**config.mk**
```make
export PLATFORM = sky130hd
export DESIGN_NAME = sic_cascade
export DESIGN_NICKNAME = d
export VERILOG_FILES = /design/src/rtl/sic_pkg.sv /design/src/rtl/sic_mask_regs.sv /design/src/rtl/sic_route.sv /design/src/rtl/sic_readback.sv /design/src/rtl/sic_cascade.sv
export SDC_FILE = /design/constraint.sdc
export NUM_CORES = 1
export LEC_CHECK = 0
export BUFFER_PORTS_ARGS = -buffer_cell sky130_fd_sc_hd__buf_2
export CAP_MARGIN = 5
export CORE_ASPECT_RATIO = 0.75
export CORE_MARGIN = 2
export CORE_UTILIZATION = 53
export DETAILED_ROUTE_END_ITERATION = 8
export PLACE_DENSITY = 0.81
export SKIP_LAST_GASP = 1
export SYNTH_ARGS = -nofsm -noshare
export SYNTH_HDL_FRONTEND = slang
export SYNTH_SLANG_ARGS = --single-unit
```
**constraint.sdc**
```tcl
create_clock -name clk -period 1.5 [get_ports clk]
set_input_delay 0.075 -clock clk [delete_from_list [all_inputs] [get_ports clk]]
set_output_delay 0.075 -clock clk [all_outputs]
set_load 0.01 [all_outputs]
```
**src/rtl/sic_pkg.sv**
```systemverilog
package sic_pkg;
    localparam int ADDR_W = 3;

    typedef enum logic [ADDR_W-1:0] {
        SEL_STATUS  = 3'd0,
        SEL_RAW     = 3'd1,
        SEL_ENABLE  = 3'd2,
        SEL_DISABLE = 3'd3,
        SEL_BYPASS  = 3'd4
    } reg_sel_e;
endpackage

```
**src/rtl/sic_mask_regs.sv**
```systemverilog
module sic_mask_regs
    import sic_pkg::*;
#(
    parameter int N_SRC  = 32,
    parameter int DATA_W = 32
) (
    input  logic              clk,
    input  logic              rst_n,
    input  logic              wr_en,
    input  logic [ADDR_W-1:0] wr_addr,
    input  logic [DATA_W-1:0] wr_data,
    output logic [N_SRC-1:0]  enable_q,
    output logic [N_SRC-1:0]  bypass_q
);
    logic [N_SRC-1:0] wbits;
    logic             hit_set;
    logic             hit_clr;
    logic             hit_byp;

    assign wbits   = wr_data[N_SRC-1:0];
    assign hit_set = wr_en && (wr_addr == SEL_ENABLE);
    assign hit_clr = wr_en && (wr_addr == SEL_DISABLE);
    assign hit_byp = wr_en && (wr_addr == SEL_BYPASS);

    always_ff @(posedge clk or negedge rst_n) begin
        if (!rst_n) begin
            enable_q <= '0;
        end else if (hit_set) begin
            enable_q <= enable_q | wbits;
        end else if (hit_clr) begin
            enable_q <= enable_q & ~wbits;
        end
    end

    always_ff @(posedge clk or negedge rst_n) begin
        if (!rst_n) begin
            bypass_q <= '0;
        end else if (hit_byp) begin
            bypass_q <= wbits;
        end
    end

    // every bit written to the set port is enabled afterwards
    p_set_adds_r2: assert property (@(posedge clk) disable iff (!rst_n)
        hit_set |=> ((enable_q & $past(wbits)) == $past(wbits)));

    // every bit written to the clear port is disabled afterwards
    p_clear_drops_r3: assert property (@(posedge clk) disable iff (!rst_n)
        hit_clr |=> ((enable_q & $past(wbits)) == '0));

    // enables move only on writes to the set or clear port
    p_enable_hold_r10: assert property (@(posedge clk) disable iff (!rst_n)
        !(hit_set || hit_clr) |=> $stable(enable_q));

    // bypass mask moves only on its own write
    p_bypass_hold_r8: assert property (@(posedge clk) disable iff (!rst_n)
        !hit_byp |=> $stable(bypass_q));
endmodule

```
**src/rtl/sic_route.sv**
```systemverilog
module sic_route #(
    parameter int N_SRC = 32
) (
    input  logic [N_SRC-1:0] src_irq,
    input  logic [N_SRC-1:0] enable_q,
    input  logic [N_SRC-1:0] bypass_q,
    output logic [N_SRC-1:0] status,
    output logic [N_SRC-1:0] thru,
    output logic             cascade
);
    logic [N_SRC-1:0] combine_term;

    for (genvar i = 0; i < N_SRC; i++) begin : g_src
        assign status[i]       = src_irq[i] & enable_q[i];
        assign combine_term[i] = status[i] & ~bypass_q[i];
        assign thru[i]         = src_irq[i] & bypass_q[i];
    end

    assign cascade = |combine_term;
endmodule

```
**src/rtl/sic_readback.sv**
```systemverilog
module sic_readback
    import sic_pkg::*;
#(
    parameter int N_SRC  = 32,
    parameter int DATA_W = 32
) (
    input  logic              clk,
    input  logic              rst_n,
    input  logic              rd_en,
    input  logic [ADDR_W-1:0] rd_addr,
    input  logic [N_SRC-1:0]  status,
    input  logic [N_SRC-1:0]  raw,
    input  logic [N_SRC-1:0]  enable_q,
    input  logic [N_SRC-1:0]  bypass_q,
    output logic [DATA_W-1:0] rd_data
);
    logic [DATA_W-1:0] rd_next;

    always_comb begin
        rd_next = '0;
        case (rd_addr)
            SEL_STATUS: rd_next = DATA_W'(status);
            SEL_RAW:    rd_next = DATA_W'(raw);
            SEL_ENABLE: rd_next = DATA_W'(enable_q);
            SEL_BYPASS: rd_next = DATA_W'(bypass_q);
            default:    rd_next = '0;
        endcase
    end

    always_ff @(posedge clk or negedge rst_n) begin
        if (!rst_n) begin
            rd_data <= '0;
        end else if (rd_en) begin
            rd_data <= rd_next;
        end
    end

    // read data is a snapshot held between reads
    p_snapshot_hold_r9: assert property (@(posedge clk) disable iff (!rst_n)
        !rd_en |=> $stable(rd_data));
endmodule

```
**src/rtl/sic_cascade.sv**
```systemverilog
module sic_cascade
    import sic_pkg::*;
#(
    parameter int N_SRC  = 32,
    parameter int DATA_W = 32
) (
    input  logic              clk,
    input  logic              rst_n,
    input  logic [N_SRC-1:0]  src_irq,
    input  logic              wr_en,
    input  logic [ADDR_W-1:0] wr_addr,
    input  logic [DATA_W-1:0] wr_data,
    input  logic              rd_en,
    input  logic [ADDR_W-1:0] rd_addr,
    output logic [DATA_W-1:0] rd_data,
    output logic              cascade_irq,
    output logic [N_SRC-1:0]  bypass_irq
);
    logic [N_SRC-1:0] enable_q;
    logic [N_SRC-1:0] bypass_q;
    logic [N_SRC-1:0] status;

    sic_mask_regs #(.N_SRC(N_SRC), .DATA_W(DATA_W)) regs_i (
        .clk      (clk),
        .rst_n    (rst_n),
        .wr_en    (wr_en),
        .wr_addr  (wr_addr),
        .wr_data  (wr_data),
        .enable_q (enable_q),
        .bypass_q (bypass_q)
    );

    sic_route #(.N_SRC(N_SRC)) route_i (
        .src_irq  (src_irq),
        .enable_q (enable_q),
        .bypass_q (bypass_q),
        .status   (status),
        .thru     (bypass_irq),
        .cascade  (cascade_irq)
    );

    sic_readback #(.N_SRC(N_SRC), .DATA_W(DATA_W)) rdbk_i (
        .clk      (clk),
        .rst_n    (rst_n),
        .rd_en    (rd_en),
        .rd_addr  (rd_addr),
        .status   (status),
        .raw      (src_irq),
        .enable_q (enable_q),
        .bypass_q (bypass_q),
        .rd_data  (rd_data)
    );

    // the cascade is only ever raised by an active source
    p_cascade_needs_src_r5: assert property (@(posedge clk) disable iff (!rst_n)
        cascade_irq |-> (src_irq != '0));

    // a direct line is never high without its source
    p_thru_needs_src_r6: assert property (@(posedge clk) disable iff (!rst_n)
        ((bypass_irq & ~src_irq) == '0));

    // a source on a direct line cannot also raise the cascade on its own
    p_no_double_route_r7: assert property (@(posedge clk) disable iff (!rst_n)
        ((src_irq & ~bypass_irq) == '0) |-> !cascade_irq);
endmodule

```
# Word level (Yosys, flattened, before mapping)
# Cells that the tools add are included.
# word_totals
ff_bits	96
# classes
n_eq_ne	6
mux	3
n_bitwise	131
reduce_logical	6
# ops
operator	n
$pmux W32 S4	1
$and A1 B1 Y1	96
$mux W32	2
$and A32 B32 Y32	1
$not A1 Y1	32
$not A32 Y32	1
$or A32 B32 Y32	1
$reduce_or A32 Y1	1
$eq A3 B2 Y1 const B	3
$eq A3 B3 Y1 const B	2
$eq A3 B1 Y1 const B	1
$logic_and A1 B1 Y1	3
$logic_not A3 Y1	1
$reduce_bool A2 Y1	1

# Logic depth before layout (Yosys ltp)
# Gate-level depths: netlist of run 1.
# depth
word_depth	4
mapped_depth	6

# Hierarchy
# Synthesis of run 1 repeated with hierarchy kept, for this count alone.
# hier_totals
cells_unflattened	582
area_unflattened_um2	5898.2
# modules_own_cells
mod	n_inst	cells_per_inst	area_per_inst_um2	seq_area_each_um2
sic_mask_regs	1	211	2929.1	1601.5
sic_readback	1	254	2388.5	800.8
sic_route	1	117	580.6	0.0

# Least setup slack after synthesis of run 1
# OpenSTA, ideal clock, no wires.
# synth_path
path_kind	register -> output
from	register with a tool-made name
to	output cascade_irq
t_arrival_ns	1.098
path_slack_ns	0.327
path_stages_with_launch	6
n_path_buf	0
path_cell_list	dfrtp_1 nand2_1 o22ai_1 or2_2 nor3_1 nand4_1
# synth_lines
element	line	rtl
to (decl)	sic_cascade.sv:16	output logic cascade_irq,

==> impl_metrics.toml, run 1 <==
[placement]
placed_area_um2 = 5960
place.detailed.instances = 732
pre_cts_slack_ns = 0.0879
routability_cong = 0.891
port-buffer-count = 138
half_perimeter_wire_length_after_placement_um = 10200

[flow_run]
timing.max_cap.violations = 0

[die]
initial_core_util = 0.552
ioPinCount = 139
fp.dieArea_um2 = 10300
die_width_um = 117
core-area_um2 = 9160
placement_rows = 30
chipHeight_um = 88.6

[worst_setup_path]
worstPathMaxFanout = 2
data_arrival_time_of_the_critical_path_ns = 1.57
worstRegToRegCells = 5
critical_path.startpoint_type = "flip-flop"
setup.worst_path.class = "flip-flop to output port"
critPathRequiredTime_ns = 1.42
timing.critical_path.to_type = "output port"
rrSetupSlack_ns = 0.45
r2r-end = "rdbk_i.rd_data[4]"

[layout]
post_route_cells_drive_above_1_share = 0.377
fin_util = 0.732
final_cell_area_um2 = 6710
area_growth_syn_to_layout_pct = 32.7
multi_input_comb_area_um2 = 2400
final.fill_count = 673
final_net_count = 730
final-instance-count-excl-fill = 788
num_antenna_cells = 0
area.sequential_um2 = 2400

[yosys]
synth_simple_gate_area_share = 0.0812
synthDistinctLibCells = 27
synth_enable_flop_cells = 0
dominant_combinational_cell_family_by_area_after_synthesis = "compound AO/OA/AOI/OAI gates"
syn-mean-instance-area_um2 = 10.4
yosys.area.top_type_share = 0.475
synthDominantAreaCellType = "sky130_fd_sc_hd__dfrtp_1"
postSynthCellCount = 487
postSynthNetCount = 561
synth_xor_area_frac = 0
postSynth.asyncResetShare = 1.00
cell_with_the_most_instances_after_synthesis = "sky130_fd_sc_hd__dfrtp_1"
compound_cell_area_share_of_the_yosys_netlist = 0.307
synthAdderAreaFrac = 0
post_synth_top_cells = "sky130_fd_sc_hd__dfrtp_1, sky130_fd_sc_hd__a21oi_1, sky130_fd_sc_hd__nand2_1"
synthMuxAreaShare = 0.0713
sequential_area_share_after_synthesis = 0.475
synth.ff_latch_count = 96
yosys_most_used_dff = "sky130_fd_sc_hd__dfrtp_1"
synth_area_um2 = 5060
ys.warnings.count = 0
ys_top_cells_by_area = "sky130_fd_sc_hd__dfrtp_1, sky130_fd_sc_hd__mux2_2, sky130_fd_sc_hd__o22ai_2, sky130_fd_sc_hd__a22oi_1, sky130_fd_sc_hd__o211ai_1"

[timing]
fmaxAchievable_ghz = 0.608
rsz0062_at_grt = "true"
fin_worst_hold_slack_ns = 0.0749
hold_viol_final = 0
final_period_minus_worst_setup_slack_ns = 1.64
tightest_slew_ns = 0.502
final.period_utilization = 1.10
slew_viol_final = 0
max_slew_margin = 0.665
fin_tns_setup_ns = -0.144
setup-violations-final = 1
clock-skew-final_ns = 0.00456
final_critical_path_setup_slack_ns = -0.144

[detailed_routing]
drt_pre_antenna_iters = 6
drt-total-wl_um = 15900
drt_iter0_drc = 493
route.detailed.vias_per_inst = 6.20
route.vias.total = 4888
route.detailed.drc = 0
route.antenna.remaining_nets = 0
per_cell_routed_wire_length_um = 20.2

[global_route]
grt_start_max_net_pins = 65
number_of_antenna_violations_at_the_first_check_in_global_routing = 0
grtUsageMet2 = 0.494
gr-usage-met1 = 0.437
grt_pass1_vias = 4718
met3_usage = 0.0671
total_track_usage = 0.312
grt_overflow = 0
busiest_layer = "met2"
grt_pass1_wl_um = 24500

[cts]
tritoncts = "built"
cts_inserted_buffers = 9
clk_latency_ns = 0.35
h-tree-depth = 3
clk_path_buf_depth = 2
path_clk_slew_ns = 0.06
clock_tree_root = "sky130_fd_sc_hd__clkbuf_16"
clock-sinks = 96

[hold_path]
hold_path.startpoint = "rd_en"
min_path_cells = 2
hold_class = "primary input to flip-flop"
worst_hold_path.endpoint = "rdbk_i.rd_data[9]"

[power_and_ir_drop]
vdd.ir_drop.worst_mv = 0.718
p_total_mw = 7.85
power.density_cell_area_nw_per_um2 = 1170
static-leakage-power_nw = 2.95

[run_status]
status = "complete, but fails checks"
violated_checks = "setup timing"
==> kinds of logic after synthesis <==
| logic type | after synthesis |
|---|---|
| compound gates | 210 |
| mux | 32 |
| flops | 96 |
| simple gates | 78 |
| buf+inv | 71 |
==> layout by cell type (no fill, tap or decap), types with 3 or more instances in the layout <==
cell type | Yosys | layout
sky130_fd_sc_hd__a31oi_1 | 32 | 32
sky130_fd_sc_hd__a22oi_1 | 32 | 32
sky130_fd_sc_hd__dfrtp_1 | 96 | 96
sky130_fd_sc_hd__o22ai_1 | 22 | 21
sky130_fd_sc_hd__a21oi_1 | 33 | 33
sky130_fd_sc_hd__o211ai_1 | 32 | 32
sky130_fd_sc_hd__clkbuf_8 | 0 | 3
sky130_fd_sc_hd__clkbuf_16 | 0 | 9
sky130_fd_sc_hd__o21a_1 | 32 | 32
sky130_fd_sc_hd__buf_2 | 20 | 136
sky130_fd_sc_hd__nand2_1 | 33 | 31
sky130_fd_sc_hd__dlygate4sd3_1 | 0 | 33
sky130_fd_sc_hd__o22ai_2 | 26 | 26
sky130_fd_sc_hd__buf_4 | 4 | 20
sky130_fd_sc_hd__inv_1 | 32 | 32
sky130_fd_sc_hd__mux2_2 | 30 | 30
sky130_fd_sc_hd__buf_12 | 0 | 8
sky130_fd_sc_hd__and2_1 | 32 | 32
==> worst max-delay path by stage <==
stage | startpoint | endpoint | slack, ns | cells past startpoint
floorplan | flip-flop | cascade_irq | 0.33 | 5
global placement | flip-flop | cascade_irq | 0.13 | 6
detailed placement | flip-flop | cascade_irq | 0.09 | 6
CTS | flip-flop | cascade_irq | -0.12 | 5
global route | flip-flop | cascade_irq | -0.26 | 5
finish | flip-flop | cascade_irq | -0.14 | 6
==> power by group <==
group          internal (mW)  leakage [nW]  switching, mW  total, mW
Combinational          0.989          1.62           1.03       2.01
Sequential              3.03          1.17          0.427       3.46
Clock                   1.41         0.154          0.962       2.38
==> what timing repair did <==
action | CTS | global route
setup endpoints to repair | 1 | 1
pin swaps | 3 | 4
hold buffers | 33 | 0
hold endpoints to repair | 75 | 0
setup buffers | 7 | 1
resized for setup | 4 | 7
==> worst max-delay path: stages, from the launching register on <==
cell and delay (ns):
sky130_fd_sc_hd__dfrtp_1 0.40, sky130_fd_sc_hd__nand2_1 0.07, sky130_fd_sc_hd__o22ai_1 0.09, sky130_fd_sc_hd__or2_4 0.28
sky130_fd_sc_hd__nor3_4 0.11, sky130_fd_sc_hd__nand4_1 0.11, sky130_fd_sc_hd__buf_4 0.17
==> layer usage <==
metal	vias to the layer above	wire (µm)	share of wire
met5	-	0	0
met2	294	7460	0.47
met4	0	329	0.021
met1	2406	6690	0.42
li1	2147	-	-
met3	41	1450	0.091
==> final cells by class <==
type,count,share of cell area
clock buffers,12,0.0397
inverters,32,0.0179
multi-input cells,320,0.357
well taps,128,0.0239
repair buffers,197,0.197
clock inverters,3,0.00597
flip-flops and latches,96,0.358
Power figures use the tool's default switching activity.
==> run 2: changes to the inputs <==
CORE_ASPECT_RATIO = 2   (was 0.75)
==> run 2 against run 1 <==
Net effect: clock power decreased by 8%; sequential share of layout area grew 0.62 points; critical path depth is 1 lower; routed wire length down 1.1%; flip-flop and latch count stayed put; clock skew up 0.0021 ns; global-route usage shrank 0.13 points; largest cell class unchanged; total power down 3.2%; the flow still finishes with violations (setup timing); final area is 1.7% lower.
==> impl_metrics.toml, run 2 (same netlist as run 1, synthesis figures left out) <==
[run_status]
status = "complete, but fails checks"
violated_checks = "setup timing"

[die]
chipHeight_um = 142
ioPinCount = 139
fp.dieArea_um2 = 10400
placement_rows = 50
die_width_um = 73.1
core-area_um2 = 9320
initial_core_util = 0.542

[power_and_ir_drop]
static-leakage-power_nw = 2.92
p_total_mw = 7.60
vdd.ir_drop.worst_mv = 0.825
power.density_cell_area_nw_per_um2 = 1150

[worst_setup_path]
critPathTopFamily = "simple AND/OR/NAND/NOR gates"
critical_path.startpoint_type = "flip-flop"
cp_cell_sequence = "nand2_1 > o22ai_1 > nor4_1 > nand4_1 > buf_2"
reg2reg_from = "regs_i.bypass_q[26]"
worstPathBufferInverterCount = 1
r2r-end = "rdbk_i.rd_data[26]"
critPathRequiredTime_ns = 1.42
rrSetupSlack_ns = 0.49
timing.critical_path.to_type = "output port"
cp_slowest_stage_delay_ns = 0.40
worstRegToRegCells = 3
data_arrival_time_of_the_critical_path_ns = 1.57
setup.worst_path.class = "flip-flop to output port"
worstPathMaxFanout = 3
cpMaxStageDelayCell = "sky130_fd_sc_hd__dfrtp_1"

[cts]
path_clk_slew_ns = 0.07
clock-sinks = 96
clk_path_buf_depth = 2
clk_latency_ns = 0.34
clock_tree_root = "sky130_fd_sc_hd__clkbuf_16"
h-tree-depth = 3
tritoncts = "built"
cts_inserted_buffers = 9

[layout]
post_route_cells_drive_above_1_share = 0.374
area.sequential_um2 = 2400
area_growth_syn_to_layout_pct = 30.4
final_net_count = 729
final.fill_count = 704
mostFrequentLayoutCells = "sky130_fd_sc_hd__buf_2, sky130_fd_sc_hd__dfrtp_1, sky130_fd_sc_hd__a21oi_1, sky130_fd_sc_hd__dlygate4sd3_1"
commonest_non_fill_non_tap_cell_in_the_layout = "sky130_fd_sc_hd__buf_2"
multi_input_comb_area_um2 = 2370

[placement]
half_perimeter_wire_length_after_placement_um = 10500
port-buffer-count = 138
routability_cong = 0.886

[timing]
rsz0062_at_grt = "true"
setup-violations-final = 1
hold_viol_final = 0
final_period_minus_worst_setup_slack_ns = 1.64
max_slew_margin = 0.651
slew_viol_final = 0
final.period_utilization = 1.10
clock-skew-final_ns = 0.00664
fin_tns_setup_ns = -0.145
fmaxAchievable_ghz = 0.608
tightest_slew_ns = 0.524
final_critical_path_setup_slack_ns = -0.145

[hold_path]
worst_hold_path.endpoint = "rdbk_i.rd_data[19]"
hold_path.startpoint = "src_irq[19]"
hold_class = "primary input to flip-flop"
min_path_cells = 4

[detailed_routing]
route.vias.total = 4840
drt_iter0_drc = 494
route.detailed.vias_per_inst = 6.33
drt_pre_antenna_iters = 5
route.detailed.drc = 0
route.antenna.remaining_nets = 0
drt-total-wl_um = 15700
per_cell_routed_wire_length_um = 20.6

[global_route]
grt_start_max_net_pins = 97
total_track_usage = 0.311
grt_overflow = 0
grt_pass1_vias = 5006
grt_pass1_wl_um = 24800
number_of_antenna_violations_at_the_first_check_in_global_routing = 1

[flow_run]
timing.max_cap.violations = 0
==> run 2: metrics by stage <==
step                utilization  cell area [µm²]  cells  setup slack, ns  hold slack (ns)
floorplan                     -             5060    487            0.327           -0.221
global placement          0.632             5890    707            0.109            0.167
detailed placement        0.632             5890    707           0.0971            0.168
CTS                       0.707             6590    764           -0.140            0.149
global route              0.707             6590    765           -0.185            0.182
finish                    0.707             6590    765           -0.145            0.161
==> run 2: repair_timing <==
item                                   CTS  global route
gates resized for setup                  6             0
pin swaps                                5             1
setup endpoints to repair                1             1
buffers inserted                         8             0
endpoints found under the hold margin  144             0
hold buffers                            33             0
==> run 2: cell type report <==
cell class / instances / area share
Clock buffer: 11 / 0.0383
Sequential cell: 96 / 0.364
Antenna cell: 1 / 0.000380
Tap cell: 104 / 0.0197
Inverter: 32 / 0.0182
Multi-Input combinational cell: 320 / 0.359
Clock inverter: 5 / 0.00474
Timing Repair Buffer: 196 / 0.195
==> run 2: worst min-delay path, stage by stage <==
cell	delay, ns
sky130_fd_sc_hd__buf_2	0.12
sky130_fd_sc_hd__o211ai_1	0.08
sky130_fd_sc_hd__o21a_1	0.11
sky130_fd_sc_hd__o22ai_2	0.07
==> run 2: how the worst max path moves through the flow <==
| stage | cells after the start | end | slack, ns |
|---|---|---|---|
| 3_5_place_dp | 6 | cascade_irq | 0.1 |
| 5_1_grt | 5 | cascade_irq | -0.19 |
| 3_3_place_gp | 6 | cascade_irq | 0.11 |
| 4_1_cts | 5 | cascade_irq | -0.14 |
| 2_1_floorplan | 5 | cascade_irq | 0.33 |
| 6_report | 5 | cascade_irq | -0.14 |
==> run 2: power breakdown <==
group          switching [mW]  internal [mW]
Clock                   0.985           1.21
Sequential              0.416           3.03
Combinational           0.988          0.967
==> run 2: per-layer routing <==
layer / global-route usage / vias to the layer above / share of wire
met4: 0.198 / 0 / 0.054
li1: - / 2148 / -
met1: 0.352 / 2368 / 0.37
met3: 0.0453 / 59 / 0.053
met5: 0 / - / 0
met2: 0.530 / 265 / 0.53
